[config.mk]
export PLATFORM = sky130hd
export DESIGN_NAME = hirq_ctrl
export DESIGN_NICKNAME = d
export VERILOG_FILES = /design/src/rtl/hirq_pkg.sv /design/src/rtl/hirq_rst_sync.sv /design/src/rtl/hirq_mask.sv /design/src/rtl/hirq_status.sv /design/src/rtl/hirq_line.sv /design/src/rtl/hirq_ctrl.sv
export SDC_FILE = /design/constraint.sdc
export NUM_CORES = 1
export LEC_CHECK = 0
export ABC_AREA = 1
export ABC_CLOCK_PERIOD_IN_PS = 6370
export BUFFER_PORTS_ARGS = -buffer_cell sky130_fd_sc_hd__buf_2
export CORE_ASPECT_RATIO = 2
export CORE_MARGIN = 10
export CORE_UTILIZATION = 45
export DETAILED_ROUTE_END_ITERATION = 8
export PLACE_DENSITY = 0.71
export REMOVE_ABC_BUFFERS = 1
export SLEW_MARGIN = 20
export SYNTH_ARGS = -nofsm -noshare
export SYNTH_HDL_FRONTEND = slang
export SYNTH_SLANG_ARGS = --single-unit
export TNS_END_PERCENT = 1
[constraint.sdc]
create_clock -name clk -period 6.37 [get_ports clk]
set_input_delay 1.274 -clock clk [delete_from_list [all_inputs] [get_ports clk]]
set_output_delay 1.274 -clock clk [all_outputs]
set_load 0.01 [all_outputs]
[src/rtl/hirq_pkg.sv]
package hirq_pkg;
  typedef enum logic [2:0] {
    A_MASK = 3'd0,
    A_MSET = 3'd1,
    A_MCLR = 3'd2,
    A_PEEK = 3'd3,
    A_TAKE = 3'd4,
    A_ACK  = 3'd5,
    A_CFG  = 3'd6
  } hirq_addr_e;

  localparam int CFG_EN_BIT = 0;
  localparam int CFG_AH_BIT = 1;
  localparam int CFG_W      = 2;
endpackage

[src/rtl/hirq_rst_sync.sv]
module hirq_rst_sync #(
  parameter int STAGES = 2
) (
  input  logic clk,
  input  logic rst_n,
  output logic rst_sync_n
);
  logic [STAGES-1:0] sr_q;
  logic [STAGES-1:0] sr_d;

  always_comb sr_d = {sr_q[STAGES-2:0], 1'b1};

  always_ff @(posedge clk or negedge rst_n) begin
    if (!rst_n) sr_q <= '0;
    else        sr_q <= sr_d;
  end

  assign rst_sync_n = sr_q[STAGES-1];
endmodule

[src/rtl/hirq_mask.sv]
module hirq_mask #(
  parameter int              NSRC    = 22,
  parameter logic [NSRC-1:0] USED    = 22'h347FF,
  parameter logic [NSRC-1:0] RST_VAL = 22'h000001
) (
  input  logic            clk,
  input  logic            rst_n,
  input  logic            wr_dir_i,
  input  logic            wr_set_i,
  input  logic            wr_clr_i,
  input  logic [NSRC-1:0] bits_i,
  output logic [NSRC-1:0] mask_o
);
  logic [NSRC-1:0] mask_q, mask_d;
  logic            mask_en;

  always_comb begin
    mask_en = wr_dir_i | wr_set_i | wr_clr_i;
    mask_d  = mask_q;
    if (wr_dir_i)      mask_d = bits_i & USED;
    else if (wr_set_i) mask_d = (mask_q | bits_i) & USED;
    else if (wr_clr_i) mask_d = mask_q & ~bits_i;
  end

  always_ff @(posedge clk or negedge rst_n) begin
    if (!rst_n)       mask_q <= RST_VAL & USED;
    else if (mask_en) mask_q <= mask_d;
  end

  assign mask_o = mask_q;


  mask_set_chk: assert property (@(posedge clk) disable iff (!rst_n)
    wr_set_i |=> ((mask_q & ($past(bits_i) & USED)) == ($past(bits_i) & USED))
                 && ((mask_q & ~$past(bits_i)) == ($past(mask_q) & ~$past(bits_i))));

  mask_clr_chk: assert property (@(posedge clk) disable iff (!rst_n)
    wr_clr_i |=> ((mask_q & $past(bits_i)) == '0)
                 && ((mask_q & ~$past(bits_i)) == ($past(mask_q) & ~$past(bits_i))));

  mask_unused_chk: assert property (@(posedge clk) disable iff (!rst_n)
    (mask_q & ~USED) == '0);
endmodule

[src/rtl/hirq_status.sv]
module hirq_status #(
  parameter int              NSRC = 22,
  parameter logic [NSRC-1:0] USED = 22'h347FF
) (
  input  logic            clk,
  input  logic            rst_n,
  input  logic [NSRC-1:0] src_i,
  input  logic            ack_i,
  input  logic [NSRC-1:0] ack_bits_i,
  input  logic            take_i,
  output logic [NSRC-1:0] stat_o
);
  logic [NSRC-1:0] stat_q, stat_d, clr_vec, hit_vec;
  logic            stat_en;

  always_comb begin
    hit_vec = src_i & USED;
    clr_vec = '0;
    if (ack_i)  clr_vec = clr_vec | ack_bits_i;
    if (take_i) clr_vec = '1;
    stat_d  = (stat_q & ~clr_vec) | hit_vec;
    stat_en = ack_i | take_i | (|hit_vec);
  end

  always_ff @(posedge clk or negedge rst_n) begin
    if (!rst_n)       stat_q <= '0;
    else if (stat_en) stat_q <= stat_d;
  end

  assign stat_o = stat_q;


  pulse_wins_chk: assert property (@(posedge clk) disable iff (!rst_n)
    (|(src_i & USED)) |=> ((stat_q & $past(src_i & USED)) == $past(src_i & USED)));

  take_clears_chk: assert property (@(posedge clk) disable iff (!rst_n)
    (take_i && ((src_i & USED) == '0)) |=> (stat_q == '0));

  ack_keeps_chk: assert property (@(posedge clk) disable iff (!rst_n)
    (ack_i && !take_i && ((src_i & USED) == '0))
      |=> ((stat_q & ~$past(ack_bits_i)) == ($past(stat_q) & ~$past(ack_bits_i))));

  stat_unused_chk: assert property (@(posedge clk) disable iff (!rst_n)
    (stat_q & ~USED) == '0);
endmodule

[src/rtl/hirq_line.sv]
module hirq_line #(
  parameter int NSRC = 22
) (
  input  logic            clk,
  input  logic            rst_n,
  input  logic [NSRC-1:0] pend_i,
  input  logic            en_i,
  input  logic            ah_i,
  output logic            line_o
);
  logic line_q, line_d, active;

  always_comb begin
    active = en_i & (|pend_i);
    line_d = active ? ah_i : ~ah_i;
  end

  always_ff @(posedge clk or negedge rst_n) begin
    if (!rst_n) line_q <= 1'b1;
    else        line_q <= line_d;
  end

  assign line_o = line_q;


  line_off_chk: assert property (@(posedge clk) disable iff (!rst_n)
    !en_i |=> (line_o != $past(ah_i)));

  line_quiet_chk: assert property (@(posedge clk) disable iff (!rst_n)
    (pend_i == '0) |=> (line_o != $past(ah_i)));

  line_on_chk: assert property (@(posedge clk) disable iff (!rst_n)
    (en_i && (pend_i != '0)) |=> (line_o == $past(ah_i)));
endmodule

[src/rtl/hirq_ctrl.sv]
module hirq_ctrl
  import hirq_pkg::*;
#(
  parameter int              NSRC     = 22,
  parameter int              DW       = 32,
  parameter logic [NSRC-1:0] USED     = 22'h347FF,
  parameter logic [NSRC-1:0] MASK_RST = 22'h000001
) (
  input  logic            clk,
  input  logic            rst_n,
  input  logic [NSRC-1:0] src_i,
  input  logic [2:0]      addr_i,
  input  logic            wr_en_i,
  input  logic [DW-1:0]   wdata_i,
  input  logic            rd_en_i,
  output logic [DW-1:0]   rdata_o,
  output logic            host_irq_o
);
  localparam int PAD = DW - NSRC;

  logic            rst_sn;
  logic            wr_mask, wr_mset, wr_mclr, wr_ack, wr_cfg, rd_take;
  logic [NSRC-1:0] wbits, mask_v, stat_v, pend_v;
  logic [CFG_W-1:0] cfg_q, cfg_d;
  logic [DW-1:0]   rdata_q, rdata_d;
  logic            unused_hi;

  hirq_rst_sync #(.STAGES(2)) u_rst (
    .clk(clk), .rst_n(rst_n), .rst_sync_n(rst_sn)
  );

  always_comb begin
    wbits   = wdata_i[NSRC-1:0];
    wr_mask = wr_en_i && (addr_i == A_MASK);
    wr_mset = wr_en_i && (addr_i == A_MSET);
    wr_mclr = wr_en_i && (addr_i == A_MCLR);
    wr_ack  = wr_en_i && (addr_i == A_ACK);
    wr_cfg  = wr_en_i && (addr_i == A_CFG);
    rd_take = rd_en_i && (addr_i == A_TAKE);
  end

  assign unused_hi = ^wdata_i[DW-1:NSRC];

  hirq_mask #(.NSRC(NSRC), .USED(USED), .RST_VAL(MASK_RST)) u_mask (
    .clk(clk), .rst_n(rst_sn),
    .wr_dir_i(wr_mask), .wr_set_i(wr_mset), .wr_clr_i(wr_mclr),
    .bits_i(wbits), .mask_o(mask_v)
  );

  hirq_status #(.NSRC(NSRC), .USED(USED)) u_stat (
    .clk(clk), .rst_n(rst_sn), .src_i(src_i),
    .ack_i(wr_ack), .ack_bits_i(wbits), .take_i(rd_take),
    .stat_o(stat_v)
  );

  assign pend_v = stat_v & ~mask_v;

  hirq_line #(.NSRC(NSRC)) u_line (
    .clk(clk), .rst_n(rst_sn), .pend_i(pend_v),
    .en_i(cfg_q[CFG_EN_BIT]), .ah_i(cfg_q[CFG_AH_BIT]),
    .line_o(host_irq_o)
  );

  always_comb cfg_d = wdata_i[CFG_W-1:0];

  always_ff @(posedge clk or negedge rst_sn) begin
    if (!rst_sn)     cfg_q <= '0;
    else if (wr_cfg) cfg_q <= cfg_d;
  end

  always_comb begin
    rdata_d = '0;
    case (addr_i)
      A_MASK:          rdata_d = {{PAD{1'b0}}, mask_v};
      A_PEEK, A_TAKE:  rdata_d = {{PAD{1'b0}}, stat_v};
      A_CFG:           rdata_d = {{(DW-CFG_W){1'b0}}, cfg_q};
      default:         rdata_d = '0;
    endcase
  end

  always_ff @(posedge clk or negedge rst_sn) begin
    if (!rst_sn)      rdata_q <= '0;
    else if (rd_en_i) rdata_q <= rdata_d;
  end

  assign rdata_o = rdata_q;


  peek_view_chk: assert property (@(posedge clk) disable iff (!rst_sn)
    (rd_en_i && addr_i == A_PEEK) |=> (rdata_o[NSRC-1:0] == $past(stat_v)));

  peek_keep_chk: assert property (@(posedge clk) disable iff (!rst_sn)
    (rd_en_i && addr_i == A_PEEK && !wr_en_i && src_i == '0) |=> $stable(stat_v));

  rdata_hold_chk: assert property (@(posedge clk) disable iff (!rst_sn)
    !rd_en_i |=> $stable(rdata_o));
endmodule

==> impl_summary.log, run 1 <==
INFO  metric result_of_the_run = completed
INFO  metric synth.yosys.warnings = 0
INFO  metric detail_route.drc_violations = 0
INFO  metric register_area_share_after_synthesis = 51.9%
INFO  metric synthesis.area_per_instance = approximately 8.1 µm²
INFO  metric finalMaxSlewViolations = 0
INFO  metric max_cap_viols = 0
INFO  metric worst_slew_pin_slew = 1000 ps
INFO  metric level_count_of_the_clock_h_tree = 3
INFO  metric design.final.nets = 548
INFO  metric finalSetupViolations = 0
INFO  metric power_per_cell_area = 278 nW/µm²
INFO  metric cts_root_buffer = sky130_fd_sc_hd__clkbuf_16
INFO  metric chipHeight = ~140 µm
INFO  metric number_of_core_rows = 45
INFO  metric final_weighted_congestion_in_routability_driven_placement = 0.780
INFO  metric clock_transition_at_path_regs = 50 ps
INFO  metric chipWidth = between 80 and 90 µm
INFO  metric clock.fmax = just over 400 MHz
INFO  metric area_growth = 17.3%
INFO  metric wl_met1 = 3560 µm
INFO  metric highest_routing_layer_actually_used = met4
INFO  metric cp.required = about 6600 ps
INFO  metric grt_start_max_net_pins = 54
INFO  metric timing.setup.tns = 0 ps
INFO  metric fill_cells = 701
INFO  metric critical_path.max_fanout = 21
INFO  metric io_pins = 94
INFO  metric cts_setup_buffers = 0
INFO  metric final_wl = a little over 8000 µm
INFO  metric finalNonFillerCells = 586
INFO  metric worstSkewPairLatency = roughly 330 ps
INFO  metric grt.total_usage = 14.9%
INFO  metric port_buffers = between 60 and 70
INFO  metric ir_drop = between 0.0001 and 0.00015 V
INFO  metric grt_pass1_wl = approximately 14000 µm
INFO  metric drt_pass1_iterations = 4
INFO  metric timing.max_slew.rel_slack = about a third
INFO  metric post_synth_num_cell_types = 25
INFO  metric place_hpwl = about 5600 µm
INFO  metric drtIter0Drc = around 200
INFO  metric tritoncts_clock_tree = yes
INFO  metric period_minus_slack = 2430 ps
INFO  metric cts-resized-gates = 0
INFO  metric initial_utilization = 45.8%
INFO  metric via_per_inst = between 4 and 5
INFO  metric clock_tree_buffer_depth = 2
INFO  metric final_layout_size_suffix_gt1_share = between 10% and 20%
INFO  metric grt_pass1_vias = ~3000
INFO  metric route.vias.total = 2854
INFO  metric startpoint = addr_i[2]
INFO  metric cts.hold.buffers_added = 0
INFO  metric ys_ff_latch = roughly 70
INFO  metric wl_met3 = between 600 and 700 µm
INFO  metric static-leakage-power = between 0.002 and 0.0025 µW
INFO  metric die-area = 11700 µm²
INFO  metric worst-setup-path-type = input port to flip-flop
INFO  metric grt_remaining_overflow = 0
INFO  metric grt_antenna_before_repair = 0
INFO  metric place.detailed.instances = 569
INFO  metric clock-skew-final = 6.16 ps
INFO  metric timing.critical_path.to_type = flip-flop
INFO  metric dr_wl_met2 = just under 4000 µm
INFO  metric cts-buffers-inserted = 9
INFO  metric finalCritPeriodShare = a little under two fifths
INFO  metric core_footprint = 7490 µm²
INFO  metric number_of_standard_cells_after_synthesis = about 430
INFO  metric n_antenna_cell = 0
INFO  metric start_kind = input port
INFO  metric final-hold-violation-count = 0
INFO  metric cp.arrival = between 2000 and 3000 ps
INFO  metric antenna_left = 0
INFO  metric clock-sinks = approximately 70
INFO  metric rsz0062_at_grt = no
INFO  metric hold_path.class = flip-flop to asynchronous set/reset pin
INFO  metric post_drt_wl_per_cell = 14.0 µm
INFO  metric synth_area = roughly 3400 µm²
[power breakdown]
part,total (µW),leakage [µW],internal (µW),switching [µW]
registers,516,0.000863,493,22.9
logic,151,0.00125,55.8,95.3
clock network,449,0.000128,274,175
[cell usage in the layout (no fill, tap or decap), drive strengths merged, types with 3 or more instances in the layout]
master	n
a21oi	41
buf	68
clkbuf	15
conb	11
dfrtp	69
inv	89
nand2	76
nand3	3
nand4	3
nor2	50
nor3	11
o21ai	22
o22ai	14
o31ai	14
[cell families after synthesis]
kind of cell	share of synthesized area [%]
compound gates	15.6
buf+inv	14.9
flops	51.9
other cells	0.219
simple gates	17.4
[worst paths after layout]
kind / end / slack [ps] / cells past startpoint
min in group clk: u_rst.sr_q[1]$_DFF_PN0_ / 360 / 0
worst min-delay path: asynchronous set/reset pin / 180 / 0
worst max register to register: u_line.line_o$_DFF_PN1_ / 5140 / 10
max in group asynchronous: rdata_o[12]$_DFFE_PN0P_ / 5200 / 1
worst min register to register: asynchronous set/reset pin / 180 / 0
worst max-delay path: flip-flop / 3940 / 7
[synth_stat cells]
cell type | count | share of area, %
sky130_fd_sc_hd__o31ai_1 | 14 | 3.1
sky130_fd_sc_hd__inv_1 | 84 | 9.2
sky130_fd_sc_hd__clkbuf_1 | 5 | 0.55
sky130_fd_sc_hd__dfrtp_1 | 69 | 50
sky130_fd_sc_hd__o21ai_0 | 4 | 0.58
sky130_fd_sc_hd__nand2_2 | 3 | 0.55
sky130_fd_sc_hd__nand2_1 | 73 | 8.0
sky130_fd_sc_hd__a21oi_1 | 41 | 6.0
sky130_fd_sc_hd__o221ai_1 | 2 | 0.51
sky130_fd_sc_hd__nand4_1 | 3 | 0.55
sky130_fd_sc_hd__buf_6 | 3 | 0.99
sky130_fd_sc_hd__nor3_2 | 2 | 0.58
sky130_fd_sc_hd__conb_1 | 2 | 0.22
sky130_fd_sc_hd__o22ai_1 | 14 | 2.6
sky130_fd_sc_hd__o21ai_1 | 18 | 2.6
sky130_fd_sc_hd__nor2_1 | 50 | 5.5
sky130_fd_sc_hd__inv_2 | 5 | 0.55
sky130_fd_sc_hd__nor3_1 | 8 | 1.2
sky130_fd_sc_hd__buf_2 | 4 | 0.58
sky130_fd_sc_hd__a211oi_1 | 1 | 0.22
sky130_fd_sc_hd__dfstp_2 | 2 | 1.5
sky130_fd_sc_hd__nand3_1 | 2 | 0.29
sky130_fd_sc_hd__nand3_2 | 1 | 0.29
sky130_fd_sc_hd__nor3_4 | 1 | 0.47
sky130_fd_sc_hd__buf_4 | 14 | 3.1
[metrics by stage]
stage               instance area [µm²]  hold slack (ps)  power (µW)  util (%)  setup WS [ps]
finish                             4020              178        1120      53.7           3940
global route                       4020              218        1170      53.7           3810
CTS                                4010              192        1130      53.5           3680
detailed placement                 3740              194         676      50.0           3360
global placement                   3740              191         672      50.0           3420
floorplan                          3280              331         616         -           3810
[worst max-delay path: stages]
cell and delay, ps:
sky130_fd_sc_hd__buf_2 130, sky130_fd_sc_hd__inv_2 120, sky130_fd_sc_hd__nand3_2 110, sky130_fd_sc_hd__inv_2 360
sky130_fd_sc_hd__nand2_2 310, sky130_fd_sc_hd__a21oi_1 220, sky130_fd_sc_hd__o22ai_1 90
[layout make-up]
cell class | count | area (µm²) | share of cell area [%]
tap | 94 | 118 | 2.93
sequential | 71 | 1780 | 44.3
timing repair buffer | 68 | 355 | 8.84
multi-input combinational | 248 | 1170 | 29.1
inverter | 89 | 334 | 8.31
clock buffer | 15 | 258 | 6.41
clock inverter | 1 | 5.00 | 0.124
[per-layer routing]
metal  vias up  track usage, %
li1       1447               -
met1      1321            17.6
met2        74            23.6
met3        12            5.38
met4         0            6.40
met5         -               0
Power figures use the tool's default switching activity.
==> inputs of run 2 (changes only) <==
--- a/config.mk
+++ b/config.mk
@@ -6,7 +6,7 @@
 export NUM_CORES = 1
 export LEC_CHECK = 0
 export ABC_AREA = 1
-export ABC_CLOCK_PERIOD_IN_PS = 6370
+export ABC_CLOCK_PERIOD_IN_PS = 2400
 export BUFFER_PORTS_ARGS = -buffer_cell sky130_fd_sc_hd__buf_2
 export CORE_ASPECT_RATIO = 2
 export CORE_MARGIN = 10
==> constraint.sdc (replaced) <==
create_clock -name clk -period 2.4 [get_ports clk]
set_input_delay 0.48 -clock clk [delete_from_list [all_inputs] [get_ports clk]]
set_output_delay 0.48 -clock clk [all_outputs]
set_load 0.01 [all_outputs]
==> run 2 against run 1 <==
Sequential share of layout area decreased by 0.64 points; clock skew about the same; clock-buffer cell count down 3; sequential cell count unchanged; critical path depth shrank 6; sequential power grew to 2.7 times the previous value; via count shrank 0.32%; final area grew 1.5%; worst hold slack gained 82 ps; register-to-register slack worse by 4000 ps.
==> impl_summary.log, run 2 (synthesized netlist as in run 1, its figures left out) <==
INFO  metric clock_transition_at_path_regs = 50 ps
INFO  metric n_antenna_cell = 0
INFO  metric drtIter0Drc = between 150 and 200
INFO  metric rsz0062_at_grt = no
INFO  metric timing.max_slew.rel_slack = a little under half
INFO  metric cts_setup_buffers = 0
INFO  metric grt_pass1_vias = 3045
INFO  metric antenna_left = 0
INFO  metric tritoncts_clock_tree = yes
INFO  metric level_count_of_the_clock_h_tree = 3
INFO  metric port_buffers = between 60 and 70
INFO  metric cts-resized-gates = 0
INFO  metric cp.arrival = about 960 ps
INFO  metric drt_pass1_iterations = 4
INFO  metric most-common-layout-cells = sky130_fd_sc_hd__inv_1, sky130_fd_sc_hd__nand2_1, sky130_fd_sc_hd__dfrtp_1, sky130_fd_sc_hd__buf_2, sky130_fd_sc_hd__nor2_1
INFO  metric period_minus_slack = between 1000 and 1500 ps
INFO  metric number_of_core_rows = 45
INFO  metric ir_drop = 0.000469 V
INFO  metric finalNonFillerCells = ~600
INFO  metric cts.hold.buffers_added = 1
INFO  metric grt_remaining_overflow = 0
INFO  metric grt.total_usage = between 10% and 20%
INFO  metric io_pins = 94
INFO  metric timing.critical_path.to_type = primary output
INFO  metric core_footprint = around 7500 µm²
INFO  metric cts_root_buffer = sky130_fd_sc_hd__clkbuf_16
INFO  metric grt_antenna_before_repair = 0
INFO  metric via_per_inst = 4.81
INFO  metric worstSkewPairLatency = between 300 and 400 ps
INFO  metric clock-sinks = 71
INFO  metric finalPower = about 3000 µW
INFO  metric final_wl = roughly 8400 µm
INFO  metric timing.critical_path.cells = buf_2
INFO  metric place.detailed.instances = approximately 570
INFO  metric result_of_the_run = completed
INFO  metric worstPathBufferInverterCount = 1
INFO  metric cts-buffers-inserted = 9
INFO  metric chipWidth = roughly 80 µm
INFO  metric route.vias.total = between 2000 and 3000
INFO  metric dp_slack = between 700 and 800 ps
INFO  metric final_layout_size_suffix_gt1_share = slightly above 20%
INFO  metric start_kind = flip-flop
INFO  metric critical-path-max-stage-delay = around 510 ps
INFO  metric grt_pass1_wl = roughly 14000 µm
INFO  metric finalSetupViolations = 0
INFO  metric detail_route.drc_violations = 0
INFO  metric initial_utilization = between 40% and 50%
INFO  metric final_weighted_congestion_in_routability_driven_placement = ~0.8
INFO  metric final.hold.worst_slack = about 260 ps
INFO  metric finalCritPeriodShare = around three fifths
INFO  metric critPathTopFamily = flip-flops
INFO  metric crit_path_top_delay_cell = sky130_fd_sc_hd__dfstp_2
INFO  metric post_drt_wl_per_cell = ~14 µm
INFO  metric final.setup.worst_slack = ~960 ps
INFO  metric clock-skew-final = approximately 5.7 ps
INFO  metric hold_path.class = flip-flop to asynchronous set/reset pin
INFO  metric worst-setup-path-type = flip-flop to primary output
INFO  metric finalMaxSlewViolations = 0
INFO  metric max_cap_viols = 0
INFO  metric area_growth = 19.0%
INFO  metric static-leakage-power = approximately 0.0023 µW
INFO  metric grt_start_max_net_pins = 47
INFO  metric power_per_cell_area = between 700 and 800 nW/µm²
INFO  metric timing.setup.tns = 0 ps
INFO  metric worst_slew_pin_slew = ~790 ps
INFO  metric die-area = roughly 12000 µm²
INFO  metric clock_tree_buffer_depth = 2
INFO  metric final-hold-violation-count = 0
INFO  metric layout.cells.most_common = sky130_fd_sc_hd__inv_1
INFO  metric cp.required = 1920 ps
INFO  metric clock.fmax = slightly below 700 MHz
INFO  metric chipHeight = 143 µm
INFO  metric design.final.nets = roughly 550
INFO  metric place_hpwl = roughly 5800 µm
INFO  metric critical_path.max_fanout = 1
==> run 2: changes by cell type in the layout (fill, tap and decap cells not counted), sizes merged <==
cell | before | now
buf | 68 | 72
clkbuf | 15 | 12
clkinv | 1 | 4
dlygate4sd3 | 0 | 1
==> run 2: stage by stage <==
stage | cell area, µm² | util, %
6_report | 4080 | 54.5
3_3_place_gp | 3790 | 50.6
4_1_cts | 4080 | 54.5
5_1_grt | 4080 | 54.5
3_5_place_dp | 3790 | 50.6
2_1_floorplan | 3280 | -
==> run 2: worst paths after layout <==
| check | from | end | slack, ps | depth (start not counted) |
|---|---|---|---|---|
| min in group clk | wdata_i[21] | u_mask.mask_o[21]$_DFFE_PN0P_ | 330 | 2 |
| max in group asynchronous | u_rst.sr_q[1]$_DFF_PN0_ | asynchronous set/reset pin | 1450 | 1 |
| worst min register to register | u_rst.sr_q[1]$_DFF_PN0_ | asynchronous set/reset pin | 260 | 0 |
| worst max-delay path | u_line.line_o$_DFF_PN1_ | host_irq_o | 960 | 1 |
| worst max register to register | flip-flop | u_line.line_o$_DFF_PN1_ | 1160 | 10 |
| worst min-delay path | u_rst.sr_q[1]$_DFF_PN0_ | asynchronous set/reset pin | 260 | 0 |
==> run 2: metal layers <==
metal  GRT usage, %  routed length (µm)  part of all wire, %  up-vias
li1               -                   -                    -     1443
met1           18.1                3620                   43     1319
met2           24.3                4100                   49       76
met3           6.01                 620                  7.4        7
met4           5.95                  89                  1.1        0
met5              0                   0                    0        -
==> run 2: where the power goes <==
group          leakage [µW]  internal, µW  switching [µW]
clock              0.000142           748             474
sequential         0.000863          1310            61.6
combinational       0.00127           154             256
total               0.00228          2210             791
==> run 2: layout make-up <==
| type | count | area (µm²) |
|---|---|---|
| fillers | 708 | 3410 |
| flip-flops and latches | 71 | 1780 |
| multi-input cells | 248 | 1170 |
| repair buffers | 73 | 400 |
| inverters | 89 | 334 |
| clock buffers | 12 | 256 |
| well taps | 94 | 118 |
| clock inverters | 4 | 20.0 |
==> inputs of run 3 (changes only) <==
--- a/config.mk
+++ b/config.mk
@@ -6,13 +6,13 @@
 export NUM_CORES = 1
 export LEC_CHECK = 0
 export ABC_AREA = 1
-export ABC_CLOCK_PERIOD_IN_PS = 2400
+export ABC_CLOCK_PERIOD_IN_PS = 1300
 export BUFFER_PORTS_ARGS = -buffer_cell sky130_fd_sc_hd__buf_2
 export CORE_ASPECT_RATIO = 2
 export CORE_MARGIN = 10
 export CORE_UTILIZATION = 45
 export DETAILED_ROUTE_END_ITERATION = 8
-export PLACE_DENSITY = 0.71
+export PLACE_DENSITY = 0.74
 export REMOVE_ABC_BUFFERS = 1
 export SLEW_MARGIN = 20
 export SYNTH_ARGS = -nofsm -noshare
==> constraint.sdc (replaced) <==
create_clock -name clk -period 1.3 [get_ports clk]
set_input_delay 0.26 -clock clk [delete_from_list [all_inputs] [get_ports clk]]
set_output_delay 0.26 -clock clk [all_outputs]
set_load 0.01 [all_outputs]
==> run 3 against run 2 <==
Sequential power rose by 84%; clock power increased by 84%; routed wire length is 0.83% lower; critical path depth unchanged; worst setup slack got worse by 910 ps; non-clock buffer count increased by 6; sequential cell count unchanged; worst hold slack lost 150 ps; sequential share of layout area shrank 1.0 points; largest power group unchanged.
==> impl_summary.log, run 3 (synthesized netlist as in run 1, its figures left out) <==
INFO  metric antenna_left = 0
INFO  metric layout.cells.most_common = sky130_fd_sc_hd__inv_1
INFO  metric cp.arrival = about 1000 ps
INFO  metric worst-setup-path-type = flip-flop to primary output
INFO  metric number_of_stages_on_the_worst_setup_path = 1
INFO  metric grt_pass1_wl = 13800 µm
INFO  metric critPathTopFamily = flip-flops
INFO  metric start_kind = flip-flop
INFO  metric cts_root_buffer = sky130_fd_sc_hd__clkbuf_16
INFO  metric final_wl = about 8400 µm
INFO  metric worstSkewPairLatency = ~340 ps
INFO  metric rsz0062_at_grt = yes
INFO  metric die-area = about 12000 µm²
INFO  metric grt_pass1_vias = 2954
INFO  metric period_minus_slack = around 1200 ps
INFO  metric power_per_cell_area = approximately 1300 nW/µm²
INFO  metric chipWidth = 81.7 µm
INFO  metric multi_input_area = 1170 µm²
INFO  metric result_of_the_run = completed
INFO  metric area.sequential = 1780 µm²
INFO  metric r2r.worst_path.cells = 9
INFO  metric grt_start_max_net_pins = 70
INFO  metric n_antenna_cell = 0
INFO  metric ir_drop = 0.000915 V
INFO  metric clock-skew-final = a little under 8 ps
INFO  metric worstHoldPathCells = 3
INFO  metric worstPathBufferInverterCount = 1
INFO  metric hold_path.class = input port to flip-flop
INFO  metric clock_transition_at_path_regs = 50 ps
INFO  metric grt.total_usage = approximately 15%
INFO  metric final_core_density = between 50% and 60%
INFO  metric critical-path-max-stage-delay = 520 ps
INFO  metric route.vias.total = around 2900
INFO  metric most-common-layout-cells = sky130_fd_sc_hd__inv_1, sky130_fd_sc_hd__nand2_1, sky130_fd_sc_hd__dfrtp_1, sky130_fd_sc_hd__buf_2, sky130_fd_sc_hd__nor2_1
INFO  metric p_int = 4110 µW
INFO  metric static-leakage-power = roughly 0.0023 µW
INFO  metric detail_route.drc_violations = 0
INFO  metric finalCritPeriodShare = a little over nine tenths
INFO  metric power_switching_share = a little over a quarter
INFO  metric via_per_inst = about 4.8
INFO  metric area_growth = 21.8%
INFO  metric clock.fmax = approximately 800 MHz
INFO  metric port_buffers = 65
INFO  metric clock-sinks = slightly above 70
INFO  metric share_seq_of_total_power = about 45%
INFO  metric clock_tree_buffer_depth = 2
INFO  metric timing.critical_path.to_type = primary output
INFO  metric final-hold-violation-count = 0
INFO  metric post_drt_wl_per_cell = 14.0 µm
INFO  metric fill_cells = 712
INFO  metric initial_utilization = between 40 and 50%
INFO  metric pwr-share-clk = between 40% and 50%
INFO  metric max_cap_viols = 0
INFO  metric number_of_core_rows = 45
INFO  metric cp.required = around 1000 ps
INFO  metric critical_path.max_fanout = 1
INFO  metric tritoncts_clock_tree = yes
INFO  metric final_weighted_congestion_in_routability_driven_placement = roughly 0.81
INFO  metric final_cell_area = roughly 4200 µm²
INFO  metric finalSetupViolations = 0
INFO  metric final_layout_size_suffix_gt1_share = approximately a fifth
INFO  metric io_pins = 94
INFO  metric drt_pass1_iterations = 4
INFO  metric timing.critical_path.cells = buf_2
INFO  metric p_sw = approximately 1500 µW
INFO  metric cts-buffers-inserted = 9
INFO  metric chipHeight = between 100 and 150 µm
INFO  metric crit_path_top_delay_cell = sky130_fd_sc_hd__dfstp_2
INFO  metric level_count_of_the_clock_h_tree = 3
INFO  metric placedInstanceArea = 3890 µm²
INFO  metric place_hpwl = between 5000 and 6000 µm
INFO  metric design.final.nets = about 560
INFO  metric core_footprint = 7490 µm²
INFO  metric grt_antenna_before_repair = 0
INFO  metric drtIter0Drc = between 100 and 150
INFO  metric finalMaxSlewViolations = 0
INFO  metric grt_remaining_overflow = 0
INFO  metric share_comb_of_total_power = 14.6%
==> run 3: cell types whose count changed in the layout (fill, tap and decap cells not counted), sizes merged <==
cell and change:
clkinv -3, buf +6, clkbuf +1
==> run 3: area by class of cell <==
| type | count | area share [%] |
|---|---|---|
| Clock inverter | 1 | 0.120 |
| Sequential cell | 71 | 42.6 |
| Inverter | 89 | 8.00 |
| Timing Repair Buffer | 79 | 12.2 |
| Tap cell | 94 | 2.82 |
| Multi-Input combinational cell | 248 | 28.0 |
| Clock buffer | 13 | 6.23 |
==> run 3: repair_timing <==
action,4_1_cts,5_1_grt
endpoints found under the setup margin,0,1
resized for setup,0,1
hold buffers,1,0
buffers inserted,0,1
hold endpoints to repair,2,0
==> run 3: final timing paths <==
check                                   startpoint                      endpoint  slack [ps]
min reg2reg                u_rst.sr_q[1]$_DFF_PN0_    asynchronous set/reset pin         270
max reg2reg                              flip-flop       u_line.line_o$_DFF_PN1_          90
min                                       src_i[6]  u_stat.stat_o[6]$_DFFE_PN0P_         100
max in group asynchronous  u_rst.sr_q[1]$_DFF_PN0_       u_line.line_o$_DFF_PN1_         680
max                        u_line.line_o$_DFF_PN1_                    host_irq_o          50
min in group asynchronous                    rst_n       u_rst.sr_q[1]$_DFF_PN0_         240
==> run 3: power groups by stage <==
stage / logic, µW / registers (µW) / clock network [µW]
6_report: 812 / 2520 / 2240
5_1_grt: 930 / 2550 / 2380
4_1_cts: 817 / 2520 / 2280
3_5_place_dp: 812 / 2550 / 0
3_3_place_gp: 792 / 2550 / 0
2_1_floorplan: 421 / 2600 / 0
==> run 3: per-stage QoR <==
stage	hold slack [ps]	setup WS (ps)	instances	power (µW)	setup TNS (ps)
after floorplan	-35.6	-820	408	3020	-60830
after global placement	45.7	23.9	579	3340	0
after detailed placement	46.8	-11.0	579	3360	-27.1
after CTS	99.1	46.1	594	5620	0
after global routing	117	-23.7	595	5850	-23.7
final	105	52.2	595	5570	0
==> run 3: layer usage <==
metal / wire length (µm) / vias up / GRT usage [%]
met5: 0 / - / 0
li1: - / 1458 / -
met4: 155 / 0 / 5.95
met3: 677 / 12 / 5.88
met1: 3450 / 1318 / 17.9
met2: 4080 / 85 / 24.0
==> run 3: worst register-to-register path, stage by stage, from the launching register on <==
cell,delay (ps)
sky130_fd_sc_hd__dfstp_2,520
sky130_fd_sc_hd__inv_2,30
sky130_fd_sc_hd__nand2_1,40
sky130_fd_sc_hd__nand2_1,50
sky130_fd_sc_hd__nor2_1,90
sky130_fd_sc_hd__nand2_1,60
sky130_fd_sc_hd__nor2_1,90
sky130_fd_sc_hd__nand2_1,100
sky130_fd_sc_hd__nand3_1,100
sky130_fd_sc_hd__nand2_1,60
